==> config.mk <==
export PLATFORM = sky130hd
export DESIGN_NAME = par_link_host
export DESIGN_NICKNAME = d
export VERILOG_FILES = /design/src/rtl/par_link_host.sv
export SDC_FILE = /design/constraint.sdc
export NUM_CORES = 1
export LEC_CHECK = 0
export BUFFER_PORTS_ARGS = -buffer_cell sky130_fd_sc_hd__clkbuf_2
export CAP_MARGIN = 20
export CORE_AREA = 4 4 59 61
export CTS_BUF_LIST = sky130_fd_sc_hd__clkbuf_8
export CTS_CLUSTER_SIZE = 10
export DETAILED_ROUTE_END_ITERATION = 10
export DIE_AREA = 0 0 63 65
export HOLD_SLACK_MARGIN = 0.08
export PLACE_DENSITY = 0.95
export SYNTH_ARGS = -nofsm -noshare
export SYNTH_HDL_FRONTEND = slang
export SYNTH_SLANG_ARGS = --single-unit
==> constraint.sdc <==
create_clock -name clk -period 3.6 [get_ports clk]
set_input_delay 1.08 -clock clk [delete_from_list [all_inputs] [get_ports clk]]
set_output_delay 1.08 -clock clk [all_outputs]
set_load 0.03 [all_outputs]
==> src/rtl/par_link_host.sv <==
`timescale 1ns/1ps
module par_link_host #(
  parameter int DW       = 8,
  parameter int SETUP_CY = 2,
  parameter int STB_CY   = 3
) (
  input  logic          clk,
  input  logic          rst_n,
  input  logic          reg_wr,
  input  logic          reg_rd,
  input  logic [1:0]    reg_addr,
  input  logic [DW-1:0] reg_wdata,
  output logic [DW-1:0] reg_rdata,
  output logic          irq,
  output logic [DW-1:0] pd_out,
  output logic          strobe_n,
  input  logic          dev_busy,
  input  logic          dev_ack,
  input  logic [DW-1:0] pd_in,
  input  logic          dev_ready
);

  localparam int GUARD_CY = 3;
  localparam int MAXC = (SETUP_CY > STB_CY) ? ((SETUP_CY > GUARD_CY) ? SETUP_CY : GUARD_CY)
                                            : ((STB_CY > GUARD_CY) ? STB_CY : GUARD_CY);
  localparam int CW = $clog2(MAXC + 1);

  typedef enum logic [1:0] {S_IDLE, S_SETUP, S_STB, S_HOLD} st_t;

  st_t           st;
  logic [CW-1:0] cnt;
  logic [2:0]    sy1, sy2;
  logic          dr_q, ack_q, rdy_q;
  logic [DW-1:0] rx_data;
  logic          ibf, tx_ovr, rx_ovr, tx_evt;
  logic [1:0]    ctl;

  wire busy_s   = sy2[0];
  wire dr_s     = sy2[1];
  wire ack_s    = sy2[2];
  wire dr_rise  = dr_s & ~dr_q;
  wire ack_rise = ack_s & ~ack_q;
  wire tx_ready = (st == S_IDLE) & ~busy_s;

  wire wr_tx  = reg_wr & (reg_addr == 2'd0);
  wire wr_ok  = wr_tx & tx_ready;
  wire wr_st  = reg_wr & (reg_addr == 2'd2);
  wire wr_ctl = reg_wr & (reg_addr == 2'd3);
  wire rd_rx  = reg_rd & (reg_addr == 2'd1);

  wire evt_set = ctl[1] ? ack_rise : (tx_ready & ~rdy_q);

  assign strobe_n = (st != S_STB);
  assign irq      = ctl[0] & (ibf | tx_evt);

  always_comb begin
    case (reg_addr)
      2'd0:    reg_rdata = pd_out;
      2'd1:    reg_rdata = rx_data;
      2'd2:    reg_rdata = {{(DW-6){1'b0}}, tx_evt, rx_ovr, tx_ovr, tx_ready, ibf, busy_s};
      default: reg_rdata = {{(DW-2){1'b0}}, ctl};
    endcase
  end

  always_ff @(posedge clk) begin
    if (!rst_n) begin
      sy1 <= '0; sy2 <= '0;
      dr_q <= 1'b0; ack_q <= 1'b0; rdy_q <= 1'b1;
    end else begin
      sy1 <= {dev_ack, dev_ready, dev_busy};
      sy2 <= sy1;
      dr_q <= dr_s; ack_q <= ack_s; rdy_q <= tx_ready;
    end
  end

  always_ff @(posedge clk) begin
    if (!rst_n) begin
      st <= S_IDLE; cnt <= '0; pd_out <= '0;
    end else begin
      case (st)
        S_IDLE: if (wr_ok) begin
          pd_out <= reg_wdata; st <= S_SETUP; cnt <= '0;
        end
        S_SETUP: if (cnt >= CW'(SETUP_CY - 1)) begin
          if (!busy_s) begin st <= S_STB; cnt <= '0; end
        end else cnt <= cnt + 1'b1;
        S_STB: if (cnt == CW'(STB_CY - 1)) begin
          st <= S_HOLD; cnt <= '0;
        end else cnt <= cnt + 1'b1;
        default: if (cnt == CW'(GUARD_CY - 1)) begin
          st <= S_IDLE; cnt <= '0;
        end else cnt <= cnt + 1'b1;
      endcase
    end
  end

  always_ff @(posedge clk) begin
    if (!rst_n) begin
      rx_data <= '0; ibf <= 1'b0; rx_ovr <= 1'b0;
      tx_ovr <= 1'b0; tx_evt <= 1'b0; ctl <= '0;
    end else begin
      if (dr_rise && ibf && !rd_rx) rx_ovr <= 1'b1;
      else if (wr_st && reg_wdata[4]) rx_ovr <= 1'b0;

      if (dr_rise && (!ibf || rd_rx)) begin
        rx_data <= pd_in; ibf <= 1'b1;
      end else if (rd_rx) ibf <= 1'b0;

      if (wr_tx && !tx_ready) tx_ovr <= 1'b1;
      else if (wr_st && reg_wdata[3]) tx_ovr <= 1'b0;

      if (wr_ok || (wr_st && reg_wdata[5])) tx_evt <= 1'b0;
      else if (evt_set) tx_evt <= 1'b1;

      if (wr_ctl) ctl <= reg_wdata[1:0];
    end
  end

  p_no_strobe_busy_r3: assert property (@(posedge clk) disable iff (!rst_n)
    $fell(strobe_n) |-> !$past(busy_s));

  p_lines_hold_r2: assert property (@(posedge clk) disable iff (!rst_n)
    (st != S_IDLE) |=> $stable(pd_out));

  p_reject_keeps_r4: assert property (@(posedge clk) disable iff (!rst_n)
    (wr_tx && !tx_ready) |=> ($stable(pd_out) && tx_ovr));

  p_ovr_sticky_r4: assert property (@(posedge clk) disable iff (!rst_n)
    (tx_ovr && !(wr_st && reg_wdata[3])) |=> tx_ovr);

  p_ibf_set_r5: assert property (@(posedge clk) disable iff (!rst_n)
    dr_rise |=> ibf);

  p_ibf_clear_r5: assert property (@(posedge clk) disable iff (!rst_n)
    (rd_rx && !dr_rise) |=> !ibf);

  p_rx_keep_r6: assert property (@(posedge clk) disable iff (!rst_n)
    (dr_rise && ibf && !rd_rx) |=> (rx_ovr && $stable(rx_data)));

  p_polled_quiet_r10: assert property (@(posedge clk) disable iff (!rst_n)
    !ctl[0] |-> !irq);

endmodule

==> metrics list <==
- The first TritonRoute pass finished after 4 iterations.
- The mapped netlist covers 1662 um^2.
- Final Routed Wirelength: 3488 um
* Total internal power: 686.6 uW
- Post-Synth Simple-Gate Area: 0.1890
- Number of clock buffers inserted by TritonCTS: 5
* Number of nets with antenna violations after detailed routing: 0
- Count of state elements after synthesis: 35
- In the detailed route, the total length drawn on met2 is 1738 um.
- Vertical die dimension: 65 um
- Counting the fill cells in the layout gives 244.
- CP Class: input pin to output pin
* Clock period minus worst slack: 3.233 ns
- STA classifies the critical path endpoint as an output pin.
- The share of total power dissipated in the clock network is 0.262.
* Growth of design area from synthesis to finish: 19.20%
* Worst vdd rail ir drop: 0.0002947 V
* Adder and majority gate portion of the synthesized area: 0.06777
- Clock skew on the completed layout was measured at 0.005983 ns.
- After the first detailed-routing iteration, the DRC count stood at 47.
- Buffers inserted to repair hold after CTS numbered 0.
- For this design the static power due to leakage is 0.9157 nW.
- Clock-pin slew on the worst setup and hold paths: 0.07 ns
* Number of antenna repair diodes: 0
* Required time worst endpoint: 2.52 ns
* Boundary Pins: 43
* Worst R2R Setup Slack: 1.61 ns
* Final number of max-transition violations: 0
* Post-synthesis cell count: 167
* Via count of the first global-routing pass: 1317
* Hold Vio Cnt, Final: 0
* Cell chosen for the clock root: sky130_fd_sc_hd__clkbuf_8
* Congestion Overflow GR: 0
- Largest family of logic cells by synthesized area: simple AND/OR/NAND/NOR gates
- TritonCTS built the clock tree.
- The first global-routing pass estimated 5802 um of wire.
- Die area: 4095 um^2
- CTS resizes: 0
* Data arrival time of the critical path: 2.15 ns
* Yosys warnings: 0
* Setup repair after global routing missed its margin: false
- WL met1: 1489 um
* Detailed-route via count: 1346
- Total power density per cell area: 517.8 nW/um^2
- The number of nets in the synthesized netlist is 201.
- CTS H-tree depth: 2
- The run finished with clean final reports.
- Unique masters post-synth: 32
- After legalization and detailed placement, the total HPWL measured 2498 um.
- For the pin with the worst max-slew slack, the measured transition is 0.6439 ns.
- In the final timing run, aggregate negative setup slack is 0 ns.
* Crit start category: input pin
- After detailed routing, the number of remaining DRC violations is 0.
- Sequential fraction of the synthesis area: 0.4217
- Input and output buffers added on the ports amount to 42.
* Critical-path maximum fanout: 16
- Clock latency on the worst-skew pair, taken at its later pin, is 0.28 ns.
* Post-layout power: 1.026 mW
- Final worst path period share: 0.8979
- Least setup slack across all paths after layout: 0.3674 ns
- Of the total synthesized cell area, the portion taken by XOR and XNOR cells is 0.
- In the final layout, the share of cells above drive strength 1 is 0.2642.
- The share of total power dissipated in combinational logic is 0.302.
- Routed wire length on met3: 202 um
- Max-cap check violation count: 0
* Die boundary width: 63 um
- Dividing the detail-routed wire length by the instance count gives 14.24 um.
- Standard-cell rows: 20
- Buffers inserted during post-CTS setup optimization: 0
- Count of endpoints failing setup in the final report: 0
- Starting Density: 0.5580
- Highest metal layer used by the detailed router: met4
- Measured against the total synthesized area, the mux share comes to 0.1800.
- Worst hold path type: flop to flop
- Net count reported at finish: 245
- Of the total power, the share spent switching nets is 0.3305.
* Sinks on the clock net: 35
- Number of vias per cell: 5.494
- Peak clock frequency supported by timing: 309.4 MHz
- Tightest slew margin relative to the limit: 0.5707
- The number of antenna violations at the first check in global routing came to 0.
* Mean instance size in the synthesized netlist: 9.950 um^2
* Portion of total power attributed to sequential cells: 0.436
- GRT Total Usage: 0.1826
- For this design the total switching power over the nets is 339.0 uW.
* Last weighted congestion value of the routability-driven placer: 0.8059
- CTS Buffer Depth: 2
- Worst slack at placement: 0.3845 ns
* Total core area: 2978 um^2
- Entering global routing, the biggest net connects 37 pins.
* Compound-gate portion of the synthesized area: 0.1062
==> critical path, stage by stage <==
cell and delay [ns]:
sky130_fd_sc_hd__clkbuf_2 0.27, sky130_fd_sc_hd__nor2b_1 0.37, sky130_fd_sc_hd__inv_1 0.08, sky130_fd_sc_hd__o22ai_1 0.11
sky130_fd_sc_hd__clkbuf_2 0.23
==> Yosys cell counts <==
library cell / n / area, um^2
sky130_fd_sc_hd__a21oi_2: 1 / 8.760
sky130_fd_sc_hd__a22o_1: 1 / 8.760
sky130_fd_sc_hd__o21ba_2: 1 / 10.01
sky130_fd_sc_hd__mux2i_1: 25 / 250.2
sky130_fd_sc_hd__a21boi_0: 1 / 7.510
sky130_fd_sc_hd__or4_1: 2 / 15.01
sky130_fd_sc_hd__a32o_1: 1 / 10.01
sky130_fd_sc_hd__inv_1: 9 / 33.78
sky130_fd_sc_hd__ha_1: 9 / 112.6
sky130_fd_sc_hd__mux4_2: 1 / 22.52
sky130_fd_sc_hd__dfxtp_1: 35 / 700.7
sky130_fd_sc_hd__nor2b_1: 19 / 118.9
sky130_fd_sc_hd__mux4_1: 1 / 26.28
sky130_fd_sc_hd__o21ai_0: 11 / 55.05
sky130_fd_sc_hd__nand2b_4: 1 / 13.76
sky130_fd_sc_hd__nand3b_1: 1 / 7.510
sky130_fd_sc_hd__o2bb2ai_1: 1 / 8.760
sky130_fd_sc_hd__nand2b_1: 2 / 12.51
sky130_fd_sc_hd__nand2_1: 10 / 37.54
sky130_fd_sc_hd__o31a_1: 1 / 8.760
sky130_fd_sc_hd__o32ai_1: 1 / 8.760
sky130_fd_sc_hd__a31oi_1: 1 / 6.260
sky130_fd_sc_hd__o21a_1: 1 / 7.510
sky130_fd_sc_hd__buf_2: 2 / 10.01
sky130_fd_sc_hd__nand3_1: 2 / 10.01
sky130_fd_sc_hd__clkbuf_1: 4 / 15.01
sky130_fd_sc_hd__o311a_2: 2 / 22.52
sky130_fd_sc_hd__nor3_1: 2 / 10.01
sky130_fd_sc_hd__a21boi_1: 1 / 7.510
sky130_fd_sc_hd__nor2_1: 7 / 26.28
sky130_fd_sc_hd__and2_1: 10 / 62.56
sky130_fd_sc_hd__o22ai_1: 1 / 6.260
==> sequential cells by signal (all words and copies together) (netlist names), 2 cells and up <==
name and cells:
st 2, cnt 2, pd_out 8, ctl 2
sy1 3, rx_data 8, sy2 3
==> metal layers <==
| metal | global-route usage | up-vias |
|---|---|---|
| li1 | - | 660 |
| met1 | 0.2131 | 642 |
| met2 | 0.3043 | 38 |
| met3 | 0.06759 | 6 |
| met4 | 0.06887 | 0 |
| met5 | 0 | - |
==> final cells by class <==
| class | count | area (um^2) | share of cell area |
|---|---|---|---|
| Clock buffer | 5 | 68.82 | 0.03474 |
| Clock inverter | 3 | 16.27 | 0.008212 |
| Inverter | 9 | 33.78 | 0.01706 |
| Multi-Input combinational cell | 117 | 902.1 | 0.4555 |
| Sequential cell | 35 | 700.7 | 0.3538 |
| Tap cell | 33 | 41.29 | 0.02085 |
| Timing Repair Buffer | 43 | 217.7 | 0.1099 |
==> worst paths after layout <==
kind / start / end / cells past startpoint
worst max register to register: st[0] / pd_out[6] / 6
worst min-delay path: sy1[2] / sy2[2] / 1
worst min register to register: sy1[2] / sy2[2] / 1
worst max-delay path: reg_addr[1] / reg_rdata[2] / 5
==> power groups by stage <==
| stage | clock, mW | sequential [mW] | combinational, mW |
|---|---|---|---|
| after floorplan | 0 | 0.460 | 0.227 |
| after global placement | 0 | 0.453 | 0.298 |
| after detailed placement | 0 | 0.454 | 0.307 |
| after CTS | 0.274 | 0.447 | 0.310 |
| after global routing | 0.295 | 0.451 | 0.347 |
| final | 0.269 | 0.447 | 0.310 |
==> metrics by stage <==
stage	hold slack, ns	area, um^2	util	std cells
final	0.4351	1981	0.6651	245
after floorplan	0.4119	1662	-	167
after global placement	0.4164	1896	0.6366	237
after global routing	0.4540	1981	0.6651	245
after CTS	0.4372	1981	0.6651	245
after detailed placement	0.4209	1896	0.6366	237
==> cell families after synthesis <==
| kind of cell | count (synthesis) |
|---|---|
| AND/OR/NAND/NOR | 56 |
| flip-flops | 35 |
| multiplexers | 27 |
| AO/OA/AOI/OAI | 25 |
| buffers and inverters | 15 |
| adder cells (fa/ha/maj) | 9 |
==> layout by cell type, fill, tap and decap left out, drive strengths merged, types with 2 or more instances in the layout <==
master  netlist  routed
o311a         2       2
dfxtp        35      35
nor3          2       2
nor2          7       7
and2         10      10
nand3         2       2
ha            9       9
or4           2       2
a21boi        2       2
inv           9      10
nand2        10      10
nand2b        3       3
nor2b        19      19
clkbuf        4      47
mux4          2       2
mux2i        25      25
o21ai        11      11
Power figures use the tool's default switching activity.
